[src/rtl/pwrAvgPkg.sv]
package pwrAvgPkg;

  // Strobes from the sequencing logic to the arithmetic
  typedef struct packed {
    logic accAdd;      // fold the corrected sample into the running sum
    logic divLoad;     // close the cycle: hand total to divider, clear sum
    logic divStep;     // produce one quotient bit
    logic resultLoad;  // round, clamp and publish
  } avgCtrl_t;

endpackage

[src/rtl/pwrAvgCtrl.sv]
module pwrAvgCtrl
  import pwrAvgPkg::*;
#(
  parameter int CNT_W = 8,
  parameter int ACC_W = 34
) (
  input  logic             clk,
  input  logic             rstN,
  input  logic             sampleValid,
  input  logic [CNT_W-1:0] cycleCount,
  output avgCtrl_t         ctl,
  output logic [CNT_W-1:0] divisor
);

  localparam int STEP_W = $clog2(ACC_W + 1);

  logic [CNT_W-1:0]  sampleCnt;
  logic [CNT_W:0]    nextCnt;
  logic [CNT_W-1:0]  nEff;
  logic              closeNow;
  logic              busy;
  logic              finPend;
  logic [STEP_W-1:0] stepCnt;

  assign nextCnt  = {1'b0, sampleCnt} + {{CNT_W{1'b0}}, 1'b1};
  assign nEff     = (cycleCount == '0) ? {{(CNT_W-1){1'b0}}, 1'b1} : cycleCount;
  assign closeNow = sampleValid && (nextCnt >= {1'b0, nEff});

  always_ff @(posedge clk or negedge rstN) begin
    if (!rstN) begin
      sampleCnt <= '0;
    end else if (sampleValid) begin
      sampleCnt <= closeNow ? '0 : nextCnt[CNT_W-1:0];
    end
  end

  // Serial divider sequencing: ACC_W steps, then one publish clock
  always_ff @(posedge clk or negedge rstN) begin
    if (!rstN) begin
      busy    <= 1'b0;
      finPend <= 1'b0;
      stepCnt <= '0;
    end else begin
      finPend <= 1'b0;
      if (closeNow) begin
        busy    <= 1'b1;
        stepCnt <= '0;
      end else if (busy) begin
        if (stepCnt == STEP_W'(ACC_W - 1)) begin
          busy    <= 1'b0;
          finPend <= 1'b1;
        end else begin
          stepCnt <= stepCnt + 1'b1;
        end
      end
    end
  end

  always_comb begin
    ctl.accAdd     = sampleValid && !closeNow;
    ctl.divLoad    = closeNow;
    ctl.divStep    = busy;
    ctl.resultLoad = finPend;
  end

  assign divisor = nextCnt[CNT_W-1:0];

  // a new cycle may only close once the previous division finished
  p_cycle_spacing_r3 : assert property (@(posedge clk) disable iff (!rstN)
    closeNow |-> !busy);

  // step counter never runs past the divider length
  p_step_bound_r6 : assert property (@(posedge clk) disable iff (!rstN)
    busy |-> (stepCnt < STEP_W'(ACC_W)));

  // publish follows the last division step directly
  p_publish_after_div_r6 : assert property (@(posedge clk) disable iff (!rstN)
    finPend |-> !busy);

endmodule

[src/rtl/pwrAvgDatapath.sv]
module pwrAvgDatapath
  import pwrAvgPkg::*;
#(
  parameter int DATA_W = 24,
  parameter int CNT_W  = 8,
  parameter int ACC_W  = 34
) (
  input  logic              clk,
  input  logic              rstN,
  input  avgCtrl_t          ctl,
  input  logic [DATA_W-1:0] sampleData,
  input  logic              offLoad,
  input  logic [DATA_W-1:0] offValue,
  input  logic [CNT_W-1:0]  divisor,
  output logic [DATA_W-1:0] activePower,
  output logic              overflow,
  output logic              cycleDone
);

  localparam int SUM_W = DATA_W + 1;
  localparam int EXT_W = ACC_W - SUM_W;
  localparam int PAD_W = ACC_W - DATA_W + 2;
  localparam logic signed [ACC_W:0]  POS_LIM = {{PAD_W{1'b0}}, {(DATA_W-1){1'b1}}};
  localparam logic signed [ACC_W:0]  NEG_LIM = {{PAD_W{1'b1}}, {(DATA_W-1){1'b0}}};
  localparam logic [DATA_W-1:0]      OUT_MAX = {1'b0, {(DATA_W-1){1'b1}}};
  localparam logic [DATA_W-1:0]      OUT_MIN = {1'b1, {(DATA_W-1){1'b0}}};

  logic [DATA_W-1:0]        offsetReg;
  logic signed [SUM_W-1:0]  sampleSum;
  logic signed [ACC_W-1:0]  accReg;
  logic signed [ACC_W-1:0]  closeTotal;
  logic [ACC_W-1:0]         quoReg;
  logic [CNT_W-1:0]         remReg;
  logic [CNT_W-1:0]         divReg;
  logic                     negFlag;
  logic [CNT_W:0]           remShift;
  logic                     stepGe;
  logic [CNT_W:0]           remNext;
  logic signed [ACC_W:0]    quoWide;
  logic signed [ACC_W:0]    roundAdj;
  logic signed [ACC_W:0]    finalQ;

  // Offset register
  always_ff @(posedge clk or negedge rstN) begin
    if (!rstN) offsetReg <= '0;
    else if (offLoad) offsetReg <= offValue;
  end

  // Offset correction and accumulation
  assign sampleSum  = $signed({sampleData[DATA_W-1], sampleData})
                    + $signed({offsetReg[DATA_W-1], offsetReg});
  assign closeTotal = accReg + $signed({{EXT_W{sampleSum[SUM_W-1]}}, sampleSum});

  always_ff @(posedge clk or negedge rstN) begin
    if (!rstN) begin
      accReg <= '0;
    end else if (ctl.divLoad) begin
      accReg <= '0;
    end else if (ctl.accAdd) begin
      accReg <= closeTotal;
    end
  end

  // Restoring division of the magnitude, one bit per clock
  assign remShift = {remReg, quoReg[ACC_W-1]};
  assign stepGe   = remShift >= {1'b0, divReg};
  assign remNext  = stepGe ? (remShift - {1'b0, divReg}) : remShift;

  always_ff @(posedge clk or negedge rstN) begin
    if (!rstN) begin
      quoReg  <= '0;
      remReg  <= '0;
      divReg  <= '0;
      negFlag <= 1'b0;
    end else if (ctl.divLoad) begin
      negFlag <= closeTotal[ACC_W-1];
      quoReg  <= closeTotal[ACC_W-1] ? -closeTotal : closeTotal;
      remReg  <= '0;
      divReg  <= divisor;
    end else if (ctl.divStep) begin
      quoReg  <= {quoReg[ACC_W-2:0], stepGe};
      remReg  <= remNext[CNT_W-1:0];
    end
  end

  // Floor rounding for negative totals, then clamping
  assign quoWide  = $signed({1'b0, quoReg});
  assign roundAdj = $signed({{ACC_W{1'b0}}, (remReg != '0)});
  assign finalQ   = negFlag ? (-quoWide - roundAdj) : quoWide;

  always_ff @(posedge clk or negedge rstN) begin
    if (!rstN) begin
      activePower <= '0;
      overflow    <= 1'b0;
      cycleDone   <= 1'b0;
    end else begin
      cycleDone <= ctl.resultLoad;
      if (ctl.resultLoad) begin
        if (finalQ > POS_LIM) begin
          activePower <= OUT_MAX;
          overflow    <= 1'b1;
        end else if (finalQ < NEG_LIM) begin
          activePower <= OUT_MIN;
          overflow    <= 1'b1;
        end else begin
          activePower <= finalQ[DATA_W-1:0];
          overflow    <= 1'b0;
        end
      end
    end
  end

  // result and flag frozen between done strobes
  p_result_hold_r6 : assert property (@(posedge clk) disable iff (!rstN)
    !cycleDone |-> ($stable(activePower) && $stable(overflow)));

  // done strobe lasts a single clock
  p_done_pulse_r6 : assert property (@(posedge clk) disable iff (!rstN)
    cycleDone |=> !cycleDone);

  // a flagged result is one of the clamp values
  p_no_overflow_r5 : assert property (@(posedge clk) disable iff (!rstN)
    overflow |-> (activePower == OUT_MAX || activePower == OUT_MIN));

  // remainder of the serial divider stays below the divisor
  p_div_rem_r4 : assert property (@(posedge clk) disable iff (!rstN)
    ctl.divStep |-> (remReg < divReg));

  // a closing cycle always divides by a nonzero count
  p_div_nonzero_r3 : assert property (@(posedge clk) disable iff (!rstN)
    ctl.divLoad |-> (divisor != '0));

endmodule

[src/rtl/activePowerAvg.sv]
module activePowerAvg
  import pwrAvgPkg::*;
#(
  parameter int DATA_W = 24,
  parameter int CNT_W  = 8
) (
  input  logic              clk,
  input  logic              rstN,
  input  logic              sampleValid,
  input  logic [DATA_W-1:0] sampleData,
  input  logic              offLoad,
  input  logic [DATA_W-1:0] offValue,
  input  logic [CNT_W-1:0]  cycleCount,
  output logic [DATA_W-1:0] activePower,
  output logic              overflow,
  output logic              cycleDone
);

  localparam int ACC_W = DATA_W + CNT_W + 2;

  avgCtrl_t         ctl;
  logic [CNT_W-1:0] divisor;

  pwrAvgCtrl #(
    .CNT_W(CNT_W),
    .ACC_W(ACC_W)
  ) uCtrl (
    .clk        (clk),
    .rstN       (rstN),
    .sampleValid(sampleValid),
    .cycleCount (cycleCount),
    .ctl        (ctl),
    .divisor    (divisor)
  );

  pwrAvgDatapath #(
    .DATA_W(DATA_W),
    .CNT_W (CNT_W),
    .ACC_W (ACC_W)
  ) uDp (
    .clk        (clk),
    .rstN       (rstN),
    .ctl        (ctl),
    .sampleData (sampleData),
    .offLoad    (offLoad),
    .offValue   (offValue),
    .divisor    (divisor),
    .activePower(activePower),
    .overflow   (overflow),
    .cycleDone  (cycleDone)
  );

endmodule

[config.mk]
export PLATFORM = sky130hd
export DESIGN_NAME = activePowerAvg
export DESIGN_NICKNAME = d
export VERILOG_FILES = /design/src/rtl/pwrAvgPkg.sv /design/src/rtl/pwrAvgCtrl.sv /design/src/rtl/pwrAvgDatapath.sv /design/src/rtl/activePowerAvg.sv
export SDC_FILE = /design/constraint.sdc
export NUM_CORES = 1
export LEC_CHECK = 0
export BUFFER_PORTS_ARGS = -buffer_cell sky130_fd_sc_hd__buf_2
export CAP_MARGIN = 30
export CORE_MARGIN = 1
export CORE_UTILIZATION = 40
export CTS_CLUSTER_SIZE = 28
export DETAILED_ROUTE_END_ITERATION = 10
export SLEW_MARGIN = 20
export SYNTH_ARGS = -nofsm -noshare
export SYNTH_HDL_FRONTEND = slang
export SYNTH_SLANG_ARGS = --single-unit
[constraint.sdc]
create_clock -name clk -period 5.52 [get_ports clk]
set_input_delay 0.276 -clock clk [delete_from_list [all_inputs] [get_ports clk]]
set_output_delay 0.276 -clock clk [all_outputs]
set_load 0.02 [all_outputs]
==> results.sh, run 1 <==
export IMPL_main_combinational_cell_family_by_area_after_synthesis="compound AO/OA/AOI/OAI gates"
export IMPL_grt_max_degree=104
export IMPL_timing_critical_path_depth=18
export IMPL_timing_critical_path_cells="or4_1 -> nor2_1 -> ha_1 -> ha_1 -> inv_1 -> ha_1 -> o21bai_1 -> a31o_2 -> a211oi_1 -> o41ai_1 -> a211oi_1 -> xor2_1 -> mux2_2 -> and3_1 -> a21oi_1 -> buf_4 -> nor2_1 -> a211oi_1"
export IMPL_synth_edff_count=0
export IMPL_yosys_register_bits=151
export IMPL_cp_data_arrival_time_ns=5.03
export IMPL_drv_cap=0
export IMPL_drt_initial_drc_count=857
export IMPL_first_global_vias=10400
export IMPL_cts_htree_levels=4
export IMPL_synthMuxAreaShare_pct=5.87
export IMPL_detail_route_vias_per_cell=5.67
export IMPL_final_layout_size_suffix_gt1_share_pct=12.9
export IMPL_final_setup_tns_ns=0
export IMPL_num_vias=10700
export IMPL_layout_nets=1669
export IMPL_async_reset_ff_share_pct=100
export IMPL_worst_path_buf_inv=2
export IMPL_placement_io_buffers=85
export IMPL_synth_top_cells_by_area="sky130_fd_sc_hd__dfrtp_1 (30%), sky130_fd_sc_hd__ha_1 (8.7%), sky130_fd_sc_hd__fa_1 (5.5%)"
export IMPL_unrepaired_setup_endpoints_after_global_routing="no"
export IMPL_root_buffer="sky130_fd_sc_hd__clkbuf_16"
export IMPL_critical_path_slowest_cell="sky130_fd_sc_hd__o41ai_1"
export IMPL_timing_reg2reg_worst_path_depth=18
export IMPL_clk_latency_ns=0.45
export IMPL_design_die_area_um2=32500
export IMPL_groute_usage_overall_pct=20.5
export IMPL_synth_fa_ha_area_share_pct=14.2
export IMPL_global_route_overflow_total=0
export IMPL_fp_row_count=64
export IMPL_top_level_ports=86
export IMPL_final_max_slew_violation_count=0
export IMPL_synth_area_leader_cell="sky130_fd_sc_hd__dfrtp_1"
export IMPL_worstPathRequired_ns=5.86
export IMPL_dp_hpwl_um=24200
export IMPL_synth_area_per_cell_um2=8.90
export IMPL_worst_hold_path_type="input port to register"
export IMPL_layout_commonest_cell="sky130_fd_sc_hd__dfrtp_1"
export IMPL_worst_clock_skew_ns=0.0162
export IMPL_area_growth_synth_to_final_pct=11.5
export IMPL_ant_nets=0
export IMPL_initial_core_util_pct=41.2
export IMPL_cts_buffers=17
export IMPL_tritoncts_num_sinks=151
export IMPL_post_synth_xor_area_fraction_pct=6.68
export IMPL_cts_repair_resized=0
export IMPL_antenna_found_initial=0
export IMPL_finalCriticalPeriod_ns=4.68
export IMPL_postSynthNetCount=1613
export IMPL_nature_of_the_critical_path_startpoint="register"
export IMPL_ctsLongestPathBuffers=2
export IMPL_yosysWarnings=0
export IMPL_status="completed"
export IMPL_worst_r2r_setup_slack_ns=0.84
export IMPL_final_hold_violation_count=0
export IMPL_drt_total_wl_um=32300
export IMPL_end_kind="register"
export IMPL_commonest_cells_after_routing_fill_and_taps_aside="sky130_fd_sc_hd__dfrtp_1 (150), sky130_fd_sc_hd__nand2_1 (135), sky130_fd_sc_hd__nor2_1 (110), sky130_fd_sc_hd__o21ai_0 (96), sky130_fd_sc_hd__ha_1 (88)"
export IMPL_clock_transition_at_the_register_clock_pins_on_the_worst_setup_and_hold_paths_after_cts_ns=0.07
export IMPL_timing_limited_maximum_frequency_mhz=213
export IMPL_wire_per_inst_um=17.0
export IMPL_drc=0
export IMPL_setup_viol=0
export IMPL_dominantRegCellSynth="sky130_fd_sc_hd__dfrtp_1"
export IMPL_timing_worst_slew_pin_value_ns=0.789
export IMPL_final_period_utilization_pct=84.9
export IMPL_die_w_um=180
export IMPL_synthesis_area_um2=12700
export IMPL_num_antenna_cells=0
export IMPL_maxSlewHeadroom_pct=47.4
export IMPL_critical_path_top_delay_family="compound AO/OA/AOI/OAI gates"
export IMPL_core_area_um2=30900
export IMPL_synth_simple_gate_area_share_pct=15.9
export IMPL_routabilityCongestion=0.921
export IMPL_synth_compound_area_share_pct=22.9
export IMPL_floorplan_die_height_um=180
export IMPL_grt_first_pass_wirelength_um=54200
export IMPL_synth_largest_type_area_fraction_pct=29.7
export IMPL_cp_max_fo=20
export IMPL_synth_yosys_seq_area_share_pct=29.7
export IMPL_netlist_instances=1430
export IMPL_detail_route_first_pass_iterations=5
export IMPL_critical_path_max_stage_delay_ns=0.57
export IMPL_hold_path_cell_count=2
export IMPL_tritoncts="built"
export IMPL_critical_path_class="register to register"
export IMPL_yosys_cell_types_count=88
-- path summary, 6_finish.rpt --
check                                                   to                            from
hold / removal                uDp.offsetReg[3]$_DFFE_PN0P_                     offValue[3]
min in group asynchronous       uDp.accReg[10]$_DFFE_PN0P_                            rstN
max in group asynchronous             uCtrl.busy$_DFF_PN0_                            rstN
setup reg to reg           uDp.activePower[17]$_DFFE_PN0P_       uDp.remReg[0]$_DFFE_PN0P_
hold reg to reg             uDp.activePower[8]$_DFFE_PN0P_  uDp.activePower[8]$_DFFE_PN0P_
setup / recovery           uDp.activePower[17]$_DFFE_PN0P_       uDp.remReg[0]$_DFFE_PN0P_
-- cell usage after synthesis, types with 19 or more instances --
cell type and number:
sky130_fd_sc_hd__dfrtp_1 151, sky130_fd_sc_hd__nand2_1 135, sky130_fd_sc_hd__nor2_1 110, sky130_fd_sc_hd__o21ai_0 96
sky130_fd_sc_hd__ha_1 88, sky130_fd_sc_hd__a21oi_1 84, sky130_fd_sc_hd__inv_1 84, sky130_fd_sc_hd__xnor2_1 60
sky130_fd_sc_hd__clkbuf_1 50, sky130_fd_sc_hd__o2bb2ai_1 44, sky130_fd_sc_hd__mux2i_1 42, sky130_fd_sc_hd__a211oi_1 40
sky130_fd_sc_hd__xor2_1 37, sky130_fd_sc_hd__fa_1 35, sky130_fd_sc_hd__mux2_2 29, sky130_fd_sc_hd__a21o_1 27
sky130_fd_sc_hd__nand3_1 23, sky130_fd_sc_hd__nand4_1 21, sky130_fd_sc_hd__nor3_1 19
-- cell families after synthesis --
group,count (synthesis)
fa+ha+maj,123
xor+xnor,97
buf+inv,149
simple gates,414
compound gates,425
flops,151
mux,71
-- per-layer routing --
layer | global-route usage, % | routed length (um) | up-vias
met1 | 30.0 | 16500 | 5129
met4 | 5.26 | 452 | 0
met5 | 0 | 0 | -
li1 | - | - | 5311
met3 | 2.81 | 1340 | 30
met2 | 31.5 | 14000 | 276
-- sequential cells by signal (all words and copies together), names as in the netlist --
signal and count:
uDp.accReg 34, uDp.divReg 8, uDp.offsetReg 24, uCtrl.sampleCnt 8, uCtrl.finPend 1, uCtrl.stepCnt 6, uCtrl.busy 1, uDp.quoReg 34
uDp.overflow 1, uDp.remReg 8, uDp.activePower 24, uDp.negFlag 1, uDp.cycleDone 1
-- what timing repair did --
action                                 4_1_cts  5_1_grt
endpoints found under the hold margin        9        0
setup endpoints to repair                    0        0
hold buffers                                 1        0
buffers inserted                             0        0
-- metrics by stage --
stage / cells / hold slack, ns / setup WS, ns / cell area (um^2) / utilization, %
2_1_floorplan: 1430 / -0.0196 / 1.29 / 12700 / -
3_3_place_gp: 1859 / 0.466 / 0.937 / 13500 / 43.6
3_5_place_dp: 1860 / 0.469 / 0.822 / 13500 / 43.6
4_1_cts: 1893 / 0.0409 / 0.801 / 14100 / 45.7
5_1_grt: 1895 / 0.0542 / 0.453 / 14200 / 45.9
6_report: 1895 / 0.0507 / 0.836 / 14200 / 45.9
-- layout make-up --
class,count,area (um^2)
Tap cell,396,495
Inverter,85,319
Timing Repair Buffer,101,586
Clock inverter,13,193
Fill cell,3040,16700
Sequential cell,151,3780
Clock buffer,19,453
Multi-Input combinational cell,1130,8360
Power of run 1 is left out: the tool's default activity adds up to more than one toggle a clock period on the data nets, which glitch-free logic cannot reach.
==> run 2: changes to the inputs <==
- clock period: 5.52 -> 3.75 ns (I/O delays scaled with it)
==> run 2 against run 1 <==
  * The flow now finishes with violations (setup timing)
  * First-iteration DRC count fell by 21%
  * Non-clock buffer count rose by 320
  * Hold slack improved by 0.14 ns
  * Critical path type unchanged
  * Critical path depth fell by 4
  * Setup slack got worse by 1.3 ns
  * Clock skew fell by 0.0039 ns
==> results.sh, run 2 (synthesized netlist as in run 1, its figures left out) <==
export IMPL_routabilityCongestion=0.979
export IMPL_timing_limited_maximum_frequency_mhz=237
export IMPL_grt_max_degree=82
export IMPL_wl_met2_um=17500
export IMPL_worst_clock_skew_ns=0.0123
export IMPL_initial_core_util_pct=41.2
export IMPL_cts_htree_levels=4
export IMPL_num_vias=12200
export IMPL_unrepaired_setup_endpoints_after_global_routing="yes"
export IMPL_antenna_found_initial=0
export IMPL_critical_path_class="register to register"
export IMPL_layout_setup_ws_ns=-0.463
export IMPL_maxSlewHeadroom_pct=48.3
export IMPL_clk_latency_ns=0.45
export IMPL_filler_cell_count=2730
export IMPL_root_buffer="sky130_fd_sc_hd__clkbuf_16"
export IMPL_tritoncts_num_sinks=151
export IMPL_worstPathRequired_ns=4.07
export IMPL_timing_worst_slew_pin_value_ns=0.775
export IMPL_finalCriticalPeriod_ns=4.21
export IMPL_top_signal_layer_used="met4"
export IMPL_setup_viol=58
export IMPL_wl_met3_um=1560
export IMPL_drt_initial_drc_count=673
export IMPL_cts_buffers=17
export IMPL_layout_commonest_cell="sky130_fd_sc_hd__buf_4"
export IMPL_clock_transition_at_the_register_clock_pins_on_the_worst_setup_and_hold_paths_after_cts_ns=0.07
export IMPL_layout_nets=1989
export IMPL_cp_data_arrival_time_ns=4.53
export IMPL_ctsLongestPathBuffers=2
export IMPL_detail_route_vias_per_cell=5.49
export IMPL_grt_first_pass_wirelength_um=61400
export IMPL_final_layout_size_suffix_gt1_share_pct=34.0
export IMPL_fp_row_count=64
export IMPL_tritoncts="built"
export IMPL_wire_per_inst_um=17.2
export IMPL_largestRegisters="uDp.accReg x34, uDp.quoReg x34"
export IMPL_commonest_cells_after_routing_fill_and_taps_aside="sky130_fd_sc_hd__buf_4 (286), sky130_fd_sc_hd__dfrtp_1 (150), sky130_fd_sc_hd__nand2_1 (134), sky130_fd_sc_hd__nor2_1 (102)"
export IMPL_violations="setup timing"
export IMPL_nature_of_the_critical_path_startpoint="register"
export IMPL_first_global_vias=12100
export IMPL_drt_total_wl_um=38000
export IMPL_die_w_um=180
export IMPL_drc=0
export IMPL_drv_cap=0
export IMPL_core_area_um2=30900
export IMPL_groute_usage_overall_pct=23.3
export IMPL_status="finished with violations"
export IMPL_fin_util_pct=58.3
export IMPL_final_hold_violation_count=0
export IMPL_placement_io_buffers=85
export IMPL_end_kind="register"
export IMPL_cp_max_fo=3
export IMPL_final_period_utilization_pct=112
export IMPL_ant_nets=0
export IMPL_num_antenna_cells=0
export IMPL_detail_route_wirelength_met1_um=18300
export IMPL_area_growth_synth_to_final_pct=41.5
export IMPL_worst_hold_path_type="input port to register"
export IMPL_detail_route_first_pass_iterations=6
export IMPL_design_die_area_um2=32500
export IMPL_global_route_overflow_total=0
export IMPL_final_max_slew_violation_count=0
export IMPL_top_level_ports=86
export IMPL_dp_hpwl_um=27600
export IMPL_floorplan_die_height_um=180
-- run 2: changes by cell type in the layout (fill, tap and decap cells not counted), moves of 16 or more --
cell | previous run | this run
sky130_fd_sc_hd__a211oi_1 | 40 | 18
sky130_fd_sc_hd__o2bb2ai_1 | 44 | 27
sky130_fd_sc_hd__a211oi_4 | 0 | 17
sky130_fd_sc_hd__o21ai_1 | 1 | 17
sky130_fd_sc_hd__dlygate4sd3_1 | 1 | 25
sky130_fd_sc_hd__buf_4 | 12 | 286
sky130_fd_sc_hd__o21ai_0 | 96 | 75
-- run 2: worst paths after layout --
| path | start | end | slack [ns] | cells past startpoint |
|---|---|---|---|---|
| min reg2reg | uDp.activePower[12]$_DFFE_PN0P_ | uDp.activePower[12]$_DFFE_PN0P_ | 0.49 | 1 |
| max | uDp.accReg[2]$_DFFE_PN0P_ | uDp.quoReg[32]$_DFFE_PN0P_ | -0.46 | 14 |
| max in group asynchronous | rstN | uCtrl.busy$_DFF_PN0_ | 2.53 | 3 |
| min in group asynchronous | rstN | uDp.offsetReg[7]$_DFFE_PN0P_ | 0.31 | 2 |
| max reg2reg | uDp.accReg[2]$_DFFE_PN0P_ | uDp.quoReg[32]$_DFFE_PN0P_ | -0.46 | 14 |
| min | sampleValid | uDp.accReg[18]$_DFFE_PN0P_ | 0.19 | 3 |
-- run 2: layer usage --
metal	track usage, %	vias to the layer above
li1	-	5961
met1	33.4	5878
met2	36.6	283
met3	3.13	47
met4	6.46	0
met5	0	-
-- run 2: per-stage QoR --
step                instance area [um^2]  setup TNS (ns)  hold WS, ns  instances  setup slack (ns)
floorplan                          12800           -1.48       -0.108       1430            -0.337
global placement                   15600          -15.84        0.248       2123            -0.484
detailed placement                 15600          -19.07        0.243       2123            -0.574
CTS                                17200          -15.22        0.188       2197            -0.552
global route                       18000          -25.95        0.204       2215            -0.669
finish                             18000          -16.64        0.194       2215            -0.463
-- run 2: timing repair --
item,4_1_cts,5_1_grt
gates resized for setup,102,119
pin swaps,58,76
endpoints found under the setup margin,59,61
cloned,4,3
buffers inserted,18,16
endpoints found under the hold margin,94,0
hold buffers,25,0
-- run 2: worst max-delay path: stages (launching register included) --
cell and delay (ns):
sky130_fd_sc_hd__dfrtp_1 0.40, sky130_fd_sc_hd__fa_1 0.50, sky130_fd_sc_hd__buf_4 0.17, sky130_fd_sc_hd__fa_2 0.38, sky130_fd_sc_hd__a21o_1 0.19, sky130_fd_sc_hd__buf_4 0.15
sky130_fd_sc_hd__a31o_2 0.20, sky130_fd_sc_hd__a2111o_1 0.44, sky130_fd_sc_hd__a211o_1 0.28, sky130_fd_sc_hd__o211ai_1 0.14, sky130_fd_sc_hd__nand4_1 0.18, sky130_fd_sc_hd__or4_4 0.59
sky130_fd_sc_hd__nor4_4 0.17, sky130_fd_sc_hd__mux2i_1 0.25, sky130_fd_sc_hd__a211oi_2 0.05
-- run 2: layout make-up --
| type | count | area, um^2 | share of cell area [%] |
|---|---|---|---|
| Tap cell | 396 | 495 | 2.75 |
| Clock inverter | 13 | 171 | 0.952 |
| Inverter | 85 | 322 | 1.79 |
| Timing Repair Buffer | 421 | 3250 | 18.0 |
| Sequential cell | 151 | 3780 | 21.0 |
| Multi-Input combinational cell | 1130 | 9560 | 53.1 |
| Clock buffer | 19 | 433 | 2.40 |
Power of run 2 is left out for the same reason.
==> run 3: changes to the inputs <==
- CTS_BUF_LIST: not set -> sky130_fd_sc_hd__clkbuf_4
- CTS_CLUSTER_DIAMETER: not set -> 150
==> run 3 against run 2 <==
  * The flow still finishes with violations (setup timing)
  * Setup slack worse by 0.091 ns
  * Maximum frequency is 2.1% lower
  * Count of clock-buffer cells in the layout stayed put
  * Final area is 0.56% lower
  * Register-to-register slack worse by 0.09 ns
  * Non-clock buffer count is 7 higher
  * First-iteration DRC count is 13% higher
  * Final cell count is 0.41% higher
  * Via count is 0.41% lower
  * Routed wire length is 1.2% lower
==> results.sh, run 3 (synthesized netlist as in run 1, its figures left out) <==
export IMPL_maxSlewHeadroom_pct=49.3
export IMPL_worst_r2r_setup_slack_ns=-0.55
export IMPL_detail_route_first_pass_iterations=5
export IMPL_first_global_vias=12200
export IMPL_unrepaired_setup_endpoints_after_global_routing="yes"
export IMPL_timing_worst_slew_pin_value_ns=0.761
export IMPL_post_layout_nonfiller_instances=2224
export IMPL_grtUsageMet1_pct=33.5
export IMPL_global_route_overflow_total=0
export IMPL_ant_nets=0
export IMPL_layout_setup_ws_ns=-0.554
export IMPL_critical_path_slowest_cell="sky130_fd_sc_hd__fa_1"
export IMPL_cts_htree_levels=4
export IMPL_drt_initial_drc_count=760
export IMPL_final_hold_violation_count=0
export IMPL_groute_usage_overall_pct=23.6
export IMPL_multiInputGateArea_um2=9620
export IMPL_design_die_area_um2=32500
export IMPL_top_level_ports=86
export IMPL_drc=0
export IMPL_grt_max_degree=82
export IMPL_r2r_end="uDp.quoReg[32]$_DFFE_PN0P_"
export IMPL_routabilityCongestion=0.979
export IMPL_violations="setup timing"
export IMPL_cp_endpoint="uDp.quoReg[32]$_DFFE_PN0P_"
export IMPL_critical_path_most_common_cell="sky130_fd_sc_hd__buf_4"
export IMPL_initial_core_util_pct=41.2
export IMPL_core_area_um2=30900
export IMPL_gr_max_usage_layer="met2"
export IMPL_num_vias=12100
export IMPL_drv_cap=0
export IMPL_ctsLongestPathBuffers=2
export IMPL_critical_path_max_stage_delay_ns=0.55
export IMPL_area_growth_synth_to_final_pct=40.7
export IMPL_end_kind="register"
export IMPL_count_of_placed_standard_cells_including_taps=2123
export IMPL_worst_hold_path_type="input port to register"
export IMPL_clk_latency_ns=0.65
export IMPL_timing_limited_maximum_frequency_mhz=232
export IMPL_commonest_cells_after_routing_fill_and_taps_aside="sky130_fd_sc_hd__buf_4 (282), sky130_fd_sc_hd__dfrtp_1 (150), sky130_fd_sc_hd__nand2_1 (134), sky130_fd_sc_hd__nor2_1 (98)"
export IMPL_setup_viol=58
export IMPL_cp_max_fo=4
export IMPL_tritoncts_num_sinks=151
export IMPL_placement_io_buffers=85
export IMPL_status="finished with violations"
export IMPL_critical_path_class="register to register"
export IMPL_cts_buffers=17
export IMPL_root_buffer="sky130_fd_sc_hd__clkbuf_4"
export IMPL_filler_cell_count=2726
export IMPL_final_max_slew_violation_count=0
export IMPL_detail_route_vias_per_cell=5.45
export IMPL_fp_row_count=64
export IMPL_drt_total_wl_um=37600
export IMPL_worstPathRequired_ns=4.28
export IMPL_dp_hpwl_um=27600
export IMPL_final_period_utilization_pct=115
export IMPL_finalCriticalPeriod_ns=4.30
export IMPL_largestRegisters="uDp.accReg x34, uDp.quoReg x34"
export IMPL_worst_clock_skew_ns=0.0382
export IMPL_floorplan_die_height_um=180
export IMPL_nature_of_the_critical_path_startpoint="register"
export IMPL_grt_util_met2_pct=37.6
export IMPL_area_sequential_um2=3780
export IMPL_die_w_um=180
export IMPL_antenna_found_initial=1
export IMPL_layout_commonest_cell="sky130_fd_sc_hd__buf_4"
export IMPL_timing_reg2reg_worst_path_depth=16
export IMPL_crit_start="uDp.accReg[2]$_DFFE_PN0P_"
export IMPL_final_layout_size_suffix_gt1_share_pct=34.6
export IMPL_wire_per_inst_um=16.9
export IMPL_grt_first_pass_wirelength_um=62100
export IMPL_tritoncts="built"
export IMPL_cp_data_arrival_time_ns=4.83
export IMPL_layout_nets=1996
export IMPL_timing_critical_path_cells="fa_1 -> ha_1 -> a211o_1 -> a211o_4 -> nor4bb_4 -> buf_4 -> a211oi_2 -> buf_4 -> a21oi_4 -> o41ai_2 -> buf_4 -> a311oi_2 -> buf_4 -> or3_2 -> mux2i_1 -> a211oi_2"
export IMPL_globalRouteMet3Util_pct=3.13
export IMPL_clock_transition_at_the_register_clock_pins_on_the_worst_setup_and_hold_paths_after_cts_ns=0.16
export IMPL_rr_startpoint="uDp.accReg[2]$_DFFE_PN0P_"
-- run 3: routing by layer --
layer  vias up  wire length [um]
li1       5963                 -
met4         0               545
met2       286             17300
met1      5831             18300
met3        39              1440
met5         -                 0
-- run 3: worst min path at each step --
stage	start	to	slack (ns)	cells past startpoint
final	sampleData[0]	uDp.quoReg[0]$_DFFE_PN0P_	0.08	4
after global routing	sampleData[0]	uDp.quoReg[0]$_DFFE_PN0P_	0.07	4
after CTS	sampleData[0]	uDp.quoReg[0]$_DFFE_PN0P_	0.03	4
after detailed placement	rstN	uDp.offsetReg[6]$_DFFE_PN0P_	0.24	1
after global placement	rstN	uDp.offsetReg[8]$_DFFE_PN0P_	0.25	1
after floorplan	rstN	uCtrl.busy$_DFF_PN0_	-0.11	0
-- run 3: through the flow --
stage	hold slack [ns]	utilization (%)	instance area, um^2	worst slack, ns	TNS, ns
floorplan	-0.108	-	12800	-0.337	-1.48
global placement	0.248	50.5	15600	-0.484	-15.84
global route	0.0731	57.9	17900	-0.723	-27.29
CTS	0.0261	55.8	17300	-0.522	-19.10
finish	0.0804	57.9	17900	-0.554	-16.94
detailed placement	0.243	50.5	15600	-0.574	-19.07
-- run 3: area by class of cell --
type,count,area share [%]
clock buffers,19,0.797
inverters,85,1.78
flip-flops and latches,151,21.1
repair buffers,428,18.8
clock inverters,13,0.957
multi-input cells,1130,53.7
well taps,396,2.77
diodes,2,0.0280
-- run 3: timing repair --
item                                    in CTS  in global routing
gates cloned                                 7                  0
setup buffers                               27                 14
resized for setup                          152                 97
endpoints found under the setup margin      61                 62
hold buffers                                26                  0
hold endpoints to repair                   107                  0
pin swaps                                   81                 59
-- run 3: critical path: cells and delay by family (launching register included) --
kind,cells,cell delay [ns]
simple gates,2,0.62
fa+ha+maj,2,0.89
buf+inv,4,0.70
mux,1,0.18
flops,1,0.43
compound gates,7,1.36
Power of run 3 is left out for the same reason.
